--- config.mk ---
export PLATFORM = sky130hd
export DESIGN_NAME = zcull_tile_ctrl
export DESIGN_NICKNAME = d
export VERILOG_FILES = /design/src/rtl/zcull_pkg.sv /design/src/rtl/zcull_clear_walk.sv /design/src/rtl/zcull_status_table.sv /design/src/rtl/zcull_decide.sv /design/src/rtl/zcull_tile_ctrl.sv
export SDC_FILE = /design/constraint.sdc
export NUM_CORES = 2
export LEC_CHECK = 0
export ABC_AREA = 0
export BUFFER_PORTS_ARGS = -buffer_cell sky130_fd_sc_hd__buf_2
export CORE_AREA = 2 2 427 344
export CTS_BUF_LIST = sky130_fd_sc_hd__clkbuf_4 sky130_fd_sc_hd__clkbuf_8 sky130_fd_sc_hd__clkbuf_16
export DETAILED_ROUTE_END_ITERATION = 10
export DIE_AREA = 0 0 429 346
export SETUP_SLACK_MARGIN = 0.02
export SLEW_MARGIN = 20
export SYNTH_ARGS = -nofsm -noshare
export SYNTH_HDL_FRONTEND = slang
export SYNTH_SLANG_ARGS = --single-unit
--- constraint.sdc ---
create_clock -name clk -period 4.3 [get_ports clk]
set_clock_uncertainty 0.05 [all_clocks]
set_input_delay 0.215 -clock clk [delete_from_list [all_inputs] [get_ports clk]]
set_output_delay 0.215 -clock clk [all_outputs]
set_load 0.05 [all_outputs]
--- src/rtl/zcull_pkg.sv ---
package zcull_pkg;
  typedef enum logic [1:0] {
    TS_CLEARED = 2'd0,
    TS_PACKED  = 2'd1,
    TS_RAW     = 2'd2
  } tile_state_e;

  typedef enum logic [1:0] {
    SRC_NONE   = 2'b00,
    SRC_CONST  = 2'b01,
    SRC_PACKED = 2'b10,
    SRC_RAW    = 2'b11
  } depth_src_e;
endpackage

--- src/rtl/zcull_clear_walk.sv ---
module zcull_clear_walk #(
  parameter int NUM_TILES = 64,
  localparam int IDX_W = (NUM_TILES > 1) ? $clog2(NUM_TILES) : 1
) (
  input  logic             clk,
  input  logic             rst_n,
  input  logic             start,
  output logic             busy,
  output logic             wr_en,
  output logic [IDX_W-1:0] wr_idx
);
  localparam logic [IDX_W-1:0] LAST = IDX_W'(NUM_TILES - 1);

  logic             busy_q, busy_d;
  logic [IDX_W-1:0] idx_q, idx_d;
  logic             idx_en;

  always_comb begin
    busy_d = busy_q;
    idx_d  = idx_q;
    idx_en = 1'b0;
    if (!busy_q && start) begin
      busy_d = 1'b1;
      idx_d  = '0;
      idx_en = 1'b1;
    end else if (busy_q) begin
      idx_en = 1'b1;
      idx_d  = idx_q + 1'b1;
      if (idx_q == LAST) busy_d = 1'b0;
    end
  end

  always_ff @(posedge clk or negedge rst_n) begin
    if (!rst_n) begin
      busy_q <= 1'b0;
      idx_q  <= '0;
    end else begin
      busy_q <= busy_d;
      if (idx_en) idx_q <= idx_d;
    end
  end

  assign busy   = busy_q;
  assign wr_en  = busy_q;
  assign wr_idx = idx_q;


  walk_ends_at_last_chk: assert property (@(posedge clk) disable iff (!rst_n)
    $fell(busy_q) |-> $past(idx_q) == LAST);

  walk_starts_at_zero_chk: assert property (@(posedge clk) disable iff (!rst_n)
    $rose(busy_q) |-> idx_q == '0);
endmodule

--- src/rtl/zcull_status_table.sv ---
module zcull_status_table
  import zcull_pkg::*;
#(
  parameter int NUM_TILES = 64,
  parameter int DEPTH_W = 16,
  parameter logic [DEPTH_W-1:0] CLEAR_DEPTH = '1,
  localparam int IDX_W = (NUM_TILES > 1) ? $clog2(NUM_TILES) : 1
) (
  input  logic               clk,
  input  logic               rst_n,
  input  logic [IDX_W-1:0]   rd_idx,
  output tile_state_e        rd_state,
  output logic [DEPTH_W-1:0] rd_zmax,
  input  logic               clr_en,
  input  logic [IDX_W-1:0]   clr_idx,
  input  logic               up_en,
  input  logic [IDX_W-1:0]   up_idx,
  input  logic [DEPTH_W-1:0] up_zmax,
  input  logic               up_ok
);
  tile_state_e        st_q [NUM_TILES];
  logic [DEPTH_W-1:0] zm_q [NUM_TILES];
  tile_state_e        st_d [NUM_TILES];
  logic [DEPTH_W-1:0] zm_d [NUM_TILES];
  logic               we   [NUM_TILES];

  always_comb begin
    for (int t = 0; t < NUM_TILES; t++) begin
      st_d[t] = st_q[t];
      zm_d[t] = zm_q[t];
      we[t]   = 1'b0;
      if (clr_en && clr_idx == IDX_W'(t)) begin
        we[t]   = 1'b1;
        st_d[t] = TS_CLEARED;
        zm_d[t] = CLEAR_DEPTH;
      end else if (up_en && up_idx == IDX_W'(t)) begin
        we[t]   = 1'b1;
        st_d[t] = up_ok ? TS_PACKED : TS_RAW;
        zm_d[t] = up_zmax;
      end
    end
  end

  always_ff @(posedge clk or negedge rst_n) begin
    if (!rst_n) begin
      for (int t = 0; t < NUM_TILES; t++) begin
        st_q[t] <= TS_CLEARED;
        zm_q[t] <= CLEAR_DEPTH;
      end
    end else begin
      for (int t = 0; t < NUM_TILES; t++) begin
        if (we[t]) begin
          st_q[t] <= st_d[t];
          zm_q[t] <= zm_d[t];
        end
      end
    end
  end

  assign rd_state = st_q[rd_idx];
  assign rd_zmax  = zm_q[rd_idx];


  update_lands_chk: assert property (@(posedge clk) disable iff (!rst_n)
    up_en && !clr_en && rd_idx == up_idx |=> $stable(rd_idx) |->
      (rd_zmax == $past(up_zmax) && rd_state == ($past(up_ok) ? TS_PACKED : TS_RAW)));

  clear_lands_chk: assert property (@(posedge clk) disable iff (!rst_n)
    clr_en && rd_idx == clr_idx |=> $stable(rd_idx) |->
      (rd_state == TS_CLEARED && rd_zmax == CLEAR_DEPTH));
endmodule

--- src/rtl/zcull_decide.sv ---
module zcull_decide
  import zcull_pkg::*;
#(
  parameter int DEPTH_W = 16
) (
  input  logic               clk,
  input  logic               rst_n,
  input  logic               q_fire,
  input  logic [DEPTH_W-1:0] q_zmin,
  input  tile_state_e        rd_state,
  input  logic [DEPTH_W-1:0] rd_zmax,
  output logic               r_valid,
  output logic               r_cull,
  output depth_src_e         r_src
);
  logic       cull_d;
  depth_src_e src_d;
  logic       val_q, cull_q;
  depth_src_e src_q;

  always_comb begin
    cull_d = q_zmin > rd_zmax;
    if (cull_d) src_d = SRC_NONE;
    else begin
      unique case (rd_state)
        TS_CLEARED: src_d = SRC_CONST;
        TS_PACKED:  src_d = SRC_PACKED;
        default:    src_d = SRC_RAW;
      endcase
    end
  end

  always_ff @(posedge clk or negedge rst_n) begin
    if (!rst_n) begin
      val_q  <= 1'b0;
      cull_q <= 1'b0;
      src_q  <= SRC_NONE;
    end else begin
      val_q <= q_fire;
      if (q_fire) begin
        cull_q <= cull_d;
        src_q  <= src_d;
      end
    end
  end

  assign r_valid = val_q;
  assign r_cull  = cull_q;
  assign r_src   = src_q;


  cleared_uses_const_chk: assert property (@(posedge clk) disable iff (!rst_n)
    q_fire && rd_state == TS_CLEARED && q_zmin <= rd_zmax |=> r_src == SRC_CONST);

  culled_no_source_chk: assert property (@(posedge clk) disable iff (!rst_n)
    q_fire && q_zmin > rd_zmax |=> r_cull && r_src == SRC_NONE);
endmodule

--- src/rtl/zcull_tile_ctrl.sv ---
module zcull_tile_ctrl
  import zcull_pkg::*;
#(
  parameter int NUM_TILES = 64,
  parameter int DEPTH_W = 16,
  parameter logic [DEPTH_W-1:0] CLEAR_DEPTH = '1,
  localparam int IDX_W = (NUM_TILES > 1) ? $clog2(NUM_TILES) : 1
) (
  input  logic               clk,
  input  logic               rst_n,
  input  logic               clr_req,
  output logic               clr_busy,
  input  logic               q_valid,
  output logic               q_ready,
  input  logic [IDX_W-1:0]   q_tile,
  input  logic [DEPTH_W-1:0] q_zmin,
  input  logic               u_valid,
  input  logic [IDX_W-1:0]   u_tile,
  input  logic [DEPTH_W-1:0] u_zmax,
  input  logic               u_ok,
  output logic               r_valid,
  output logic               r_cull,
  output logic [1:0]         r_src
);
  logic             busy, clr_wr;
  logic [IDX_W-1:0] clr_idx;
  tile_state_e      rd_state;
  logic [DEPTH_W-1:0] rd_zmax;
  depth_src_e       src;
  logic             q_fire, u_fire;

  assign q_fire = q_valid && !busy;
  assign u_fire = u_valid && !busy;

  zcull_clear_walk #(.NUM_TILES(NUM_TILES)) u_walk (
    .clk(clk), .rst_n(rst_n), .start(clr_req),
    .busy(busy), .wr_en(clr_wr), .wr_idx(clr_idx)
  );

  zcull_status_table #(.NUM_TILES(NUM_TILES), .DEPTH_W(DEPTH_W), .CLEAR_DEPTH(CLEAR_DEPTH)) u_table (
    .clk(clk), .rst_n(rst_n),
    .rd_idx(q_tile), .rd_state(rd_state), .rd_zmax(rd_zmax),
    .clr_en(clr_wr), .clr_idx(clr_idx),
    .up_en(u_fire), .up_idx(u_tile), .up_zmax(u_zmax), .up_ok(u_ok)
  );

  zcull_decide #(.DEPTH_W(DEPTH_W)) u_decide (
    .clk(clk), .rst_n(rst_n), .q_fire(q_fire), .q_zmin(q_zmin),
    .rd_state(rd_state), .rd_zmax(rd_zmax),
    .r_valid(r_valid), .r_cull(r_cull), .r_src(src)
  );

  assign clr_busy = busy;
  assign q_ready  = !busy;
  assign r_src    = src;


  busy_drops_query_chk: assert property (@(posedge clk) disable iff (!rst_n)
    clr_busy |=> !r_valid);

  result_follows_query_chk: assert property (@(posedge clk) disable iff (!rst_n)
    q_valid && q_ready |=> r_valid);

  busy_start_chk: assert property (@(posedge clk) disable iff (!rst_n)
    clr_req && !clr_busy |=> clr_busy);
endmodule

==> metrics.md <==
| Metric | Value |
|---|---|
| Outcome | finished with violations |
| Failing checks | negative hold slack |
| # DRC | 0 |
| Hold Crit Class | primary input to register |
| Die Span Y | 346 um |
| Most frequent cells in the layout | nand2_1, nand3_1, dfstp_2, mux4_2, nor2_1 |
| Core box area | 0.144 mm^2 |
| CP max stage delay | 630 ps |
| Synth Instances | 5951 |
| Routed Antenna Nets | 0 |
| Peak supply drop | 0.000345 V |
| Routed vias/inst | 6.09 |
| Buf/Inv on CP | 1 |
| TritonCTS buffer count | 118 |
| Storage element area | 0.0304 mm^2 |
| CTS H-tree depth | 3 |
| Nets | 5946 |
| Die Span X | 429 um |
| Share of cells above drive strength 1 | 31.1% |
| Clk root buf | clkbuf_16 |
| Sw frac | 27.8% |
| Crit. End Element | register |
| Area leader, netlist | dfstp_2 |
| Total die area | 0.148 mm^2 |
| CP required | 4950 ps |
| Worst setup SP type | register |
| Mean post-synth cell area | 9.63 um^2 |
| Async SR Flop Fraction | 100% |
| Sequential Power Share | 46.0% |
| Max-cap violations | 0 |
| Crit path time final | 3520 ps |
| LEAKAGE | 27.9 nW |
| Pwr dens | 417 mW/mm^2 |
| First-pass GRT wire length | 326 mm |
| Vias post-DR | 48100 |
| Post-synth EDFFs | 0 |
| Synthesis-stage register bit count | 1163 |
| Gpl congestion | 1.01 |
| Layout area overhead | 12.2% |
| Top layer in use | met5 |
| Clock Tree Buf Depth | 3 |
| Initial antenna violation count | 13 |
| Vias in the first global route | 46300 |
| R2r startpoint | u_table.zm_q[537]$_DFFE_PN1P_ |
| Crit-path cells | mux4_2 -> mux4_2 -> mux4_2 -> inv_1 -> ha_1 -> a21o_1 -> a21o_1 -> a21oi_1 -> o211ai_1 -> a21oi_1 -> a41o_1 -> a22o_1 |
| # rows | 125 |
| Rel. slew slack | 16.3% |
| Final period util | 81.8% |
| Top delay family on crit path | multiplexers |
| Syn Nets | 6021 |
| Most frequent CP cell | mux4_2 |
| FMAX | 284 MHz |
| Reg2Reg Depth | 12 |
| R2R Setup Slk | 780 ps |
| Largest net degree at the start of global routing | 133 |
| Reg-to-reg endpoint | u_decide.r_src[1]$_DFFE_PN0P_ |
| Most common flop cell mapped by yosys | dfstp_2 |
| Clk_lat worst skew | 760 ps |
| Distinct cells, synth | 40 |
| Drt wl/cell | 28.2 um |
| Yosys top cell area share | 47.0% |
| Post-Route WL | 223 mm |
| RSZ-0062 raised after global routing | no |
| Mapped Area | 0.0573 mm^2 |
| Sink Count | 1163 |
| Hold Fails Final Rpt | 4 |
| Routed length on met3 | 27.9 mm |
| Power share of the combinational group | 12.5% |
| Synth area leaders | dfstp_2, nand2_1, mux4_2 |
| Endpoint, Worst Hold | u_table.zm_q[83]$_DFFE_PN1P_ |
| Worst EP arrival | 4170 ps |
| CTS tree | built |
| Multi-input logic area | 0.0252 mm^2 |
| Total GRT Usage | 29.6% |
| 1st-pass router iterations | 9 |
| Sequential area share after synthesis | 53.0% |
| Hold_sp | u_zmax[3] |
| Worst hold slack | -12.0 ps |
| Worst-Margin Slew | 1240 ps |
| Slew Limit Fails | 0 |
| Final setup violation count | 0 |
| Slowest-stage cell, CP | mux4_2 |
| Setup_tns | 0 ps |
| WL met1 | 90.0 mm |
| Filler instances | 13400 |
| Worst-path clk slew | 60 ps |
| Initial Util | 39.7% |
| Post_cts resized | 0 |
| P_int | 19.3 mW |
| Worst Hold Depth | 4 |
| Commonest non-fill, non-tap cell in the layout | nand2_1 |
| First DRT Iteration DRCs | 7159 |
| Num ports | 56 |
| Grt ovf | 0 |
| Ys Warns | 0 |
| DP HPWL | 139 mm |
| Share of power burned in the clock network | 41.5% |
| Number of buffers added on ports | 55 |
| Crit path max fanout | 3 |
| Sw power | 7.46 mW |
| Crit Path Class | register to register |
| Routed wl met2 | 94.7 mm |
==> cell usage after synthesis, drive strengths merged, types with 4 or more instances <==
cell       n
a21oi    148
ha        20
mux4     350
o21ai      6
nor2     276
nand2   2340
mux2      14
o211ai     4
nand3   1050
nor2b     16
clkbuf   362
nor3      11
and3       5
dfrtp    139
or3        4
inv        8
dfstp   1024
a21o       5
and2      15
buf       84
nand2b     7
nand4      7
mux2i     35
==> worst max-delay path by stage <==
stage | slack [ps] | from | end | cells after the start
floorplan | 690 | q_tile[1] | u_decide.r_src[0]$_DFFE_PN0P_ | 17
detailed placement | 260 | q_tile[0] | u_decide.r_src[1]$_DFFE_PN0P_ | 16
finish | 780 | u_table.zm_q[537]$_DFFE_PN1P_ | u_decide.r_src[1]$_DFFE_PN0P_ | 12
CTS | 800 | u_table.zm_q[537]$_DFFE_PN1P_ | u_decide.r_src[0]$_DFFE_PN0P_ | 12
global placement | 300 | q_tile[0] | u_decide.r_src[0]$_DFFE_PN0P_ | 14
global route | 680 | u_table.zm_q[537]$_DFFE_PN1P_ | u_decide.r_src[0]$_DFFE_PN0P_ | 12
==> kinds of logic after synthesis <==
logic type,Yosys count,share of synthesized area (%)
multiplexers,399,14.6
AO/OA/AOI/OAI,180,1.71
AND/OR/NAND/NOR,3734,27.0
flip-flops,1163,53.0
adder cells (fa/ha/maj),20,0.437
buffers and inverters,455,3.15
==> state kept, by name, indices dropped and copies added, names as in the netlist <==
name and cells:
u_table.zm_q 1024, u_decide.r_valid 1, u_walk.wr_idx 6, u_decide.r_cull 1, u_decide.r_src 2, u_walk.busy 1
u_table.st_q 128
==> per-layer routing <==
layer | GRT usage [%] | vias up
met1 | 41.5 | 24400
met5 | 0.225 | -
met4 | 12.9 | 10
met3 | 9.22 | 534
met2 | 42.1 | 3146
li1 | - | 19900
==> power by group through the flow <==
stage / sequential (mW) / clock [mW] / combinational (mW)
finish: 12.3 / 11.1 / 3.35
global route: 12.4 / 11.6 / 3.54
CTS: 12.3 / 11.2 / 3.25
detailed placement: 12.4 / 0 / 3.23
global placement: 12.4 / 0 / 3.18
floorplan: 12.3 / 0 / 1.90
==> timing repair <==
item,CTS,global route
setup buffers,0,0
endpoints found under the setup margin,0,0
endpoints found under the hold margin,368,0
hold buffers,19,0
==> per-stage QoR <==
stage / util [%] / instance area, um^2 / cells / setup slack (ps) / total power [mW]
after CTS: 44.5 / 64200 / 7877 / 798 / 26.7
after global placement: 41.5 / 59900 / 7641 / 300 / 15.6
after global routing: 44.5 / 64300 / 7885 / 682 / 27.5
after detailed placement: 41.5 / 59900 / 7641 / 262 / 15.7
final: 44.5 / 64300 / 7888 / 782 / 26.8
after floorplan: - / 57300 / 5951 / 688 / 14.2
==> worst register-to-register path, delay by kind of cell, from the launching register on <==
family	cells	cell delay [ps]
DFF	1	370
AOI/OAI and AO/OA	7	1110
muxes	3	1640
buffers and inverters	1	70
adders and majority gates	1	240
==> final cells by class <==
cell class | instances | share of cell area (%)
clock inverter | 37 | 0.742
sequential | 1163 | 47.3
inverter | 9 | 0.0526
clock buffer | 180 | 5.70
multi-input combinational | 4333 | 39.1
timing repair buffer | 251 | 3.34
tap | 1905 | 3.71
antenna | 10 | 0.0389
Power figures use the tool's default switching activity.
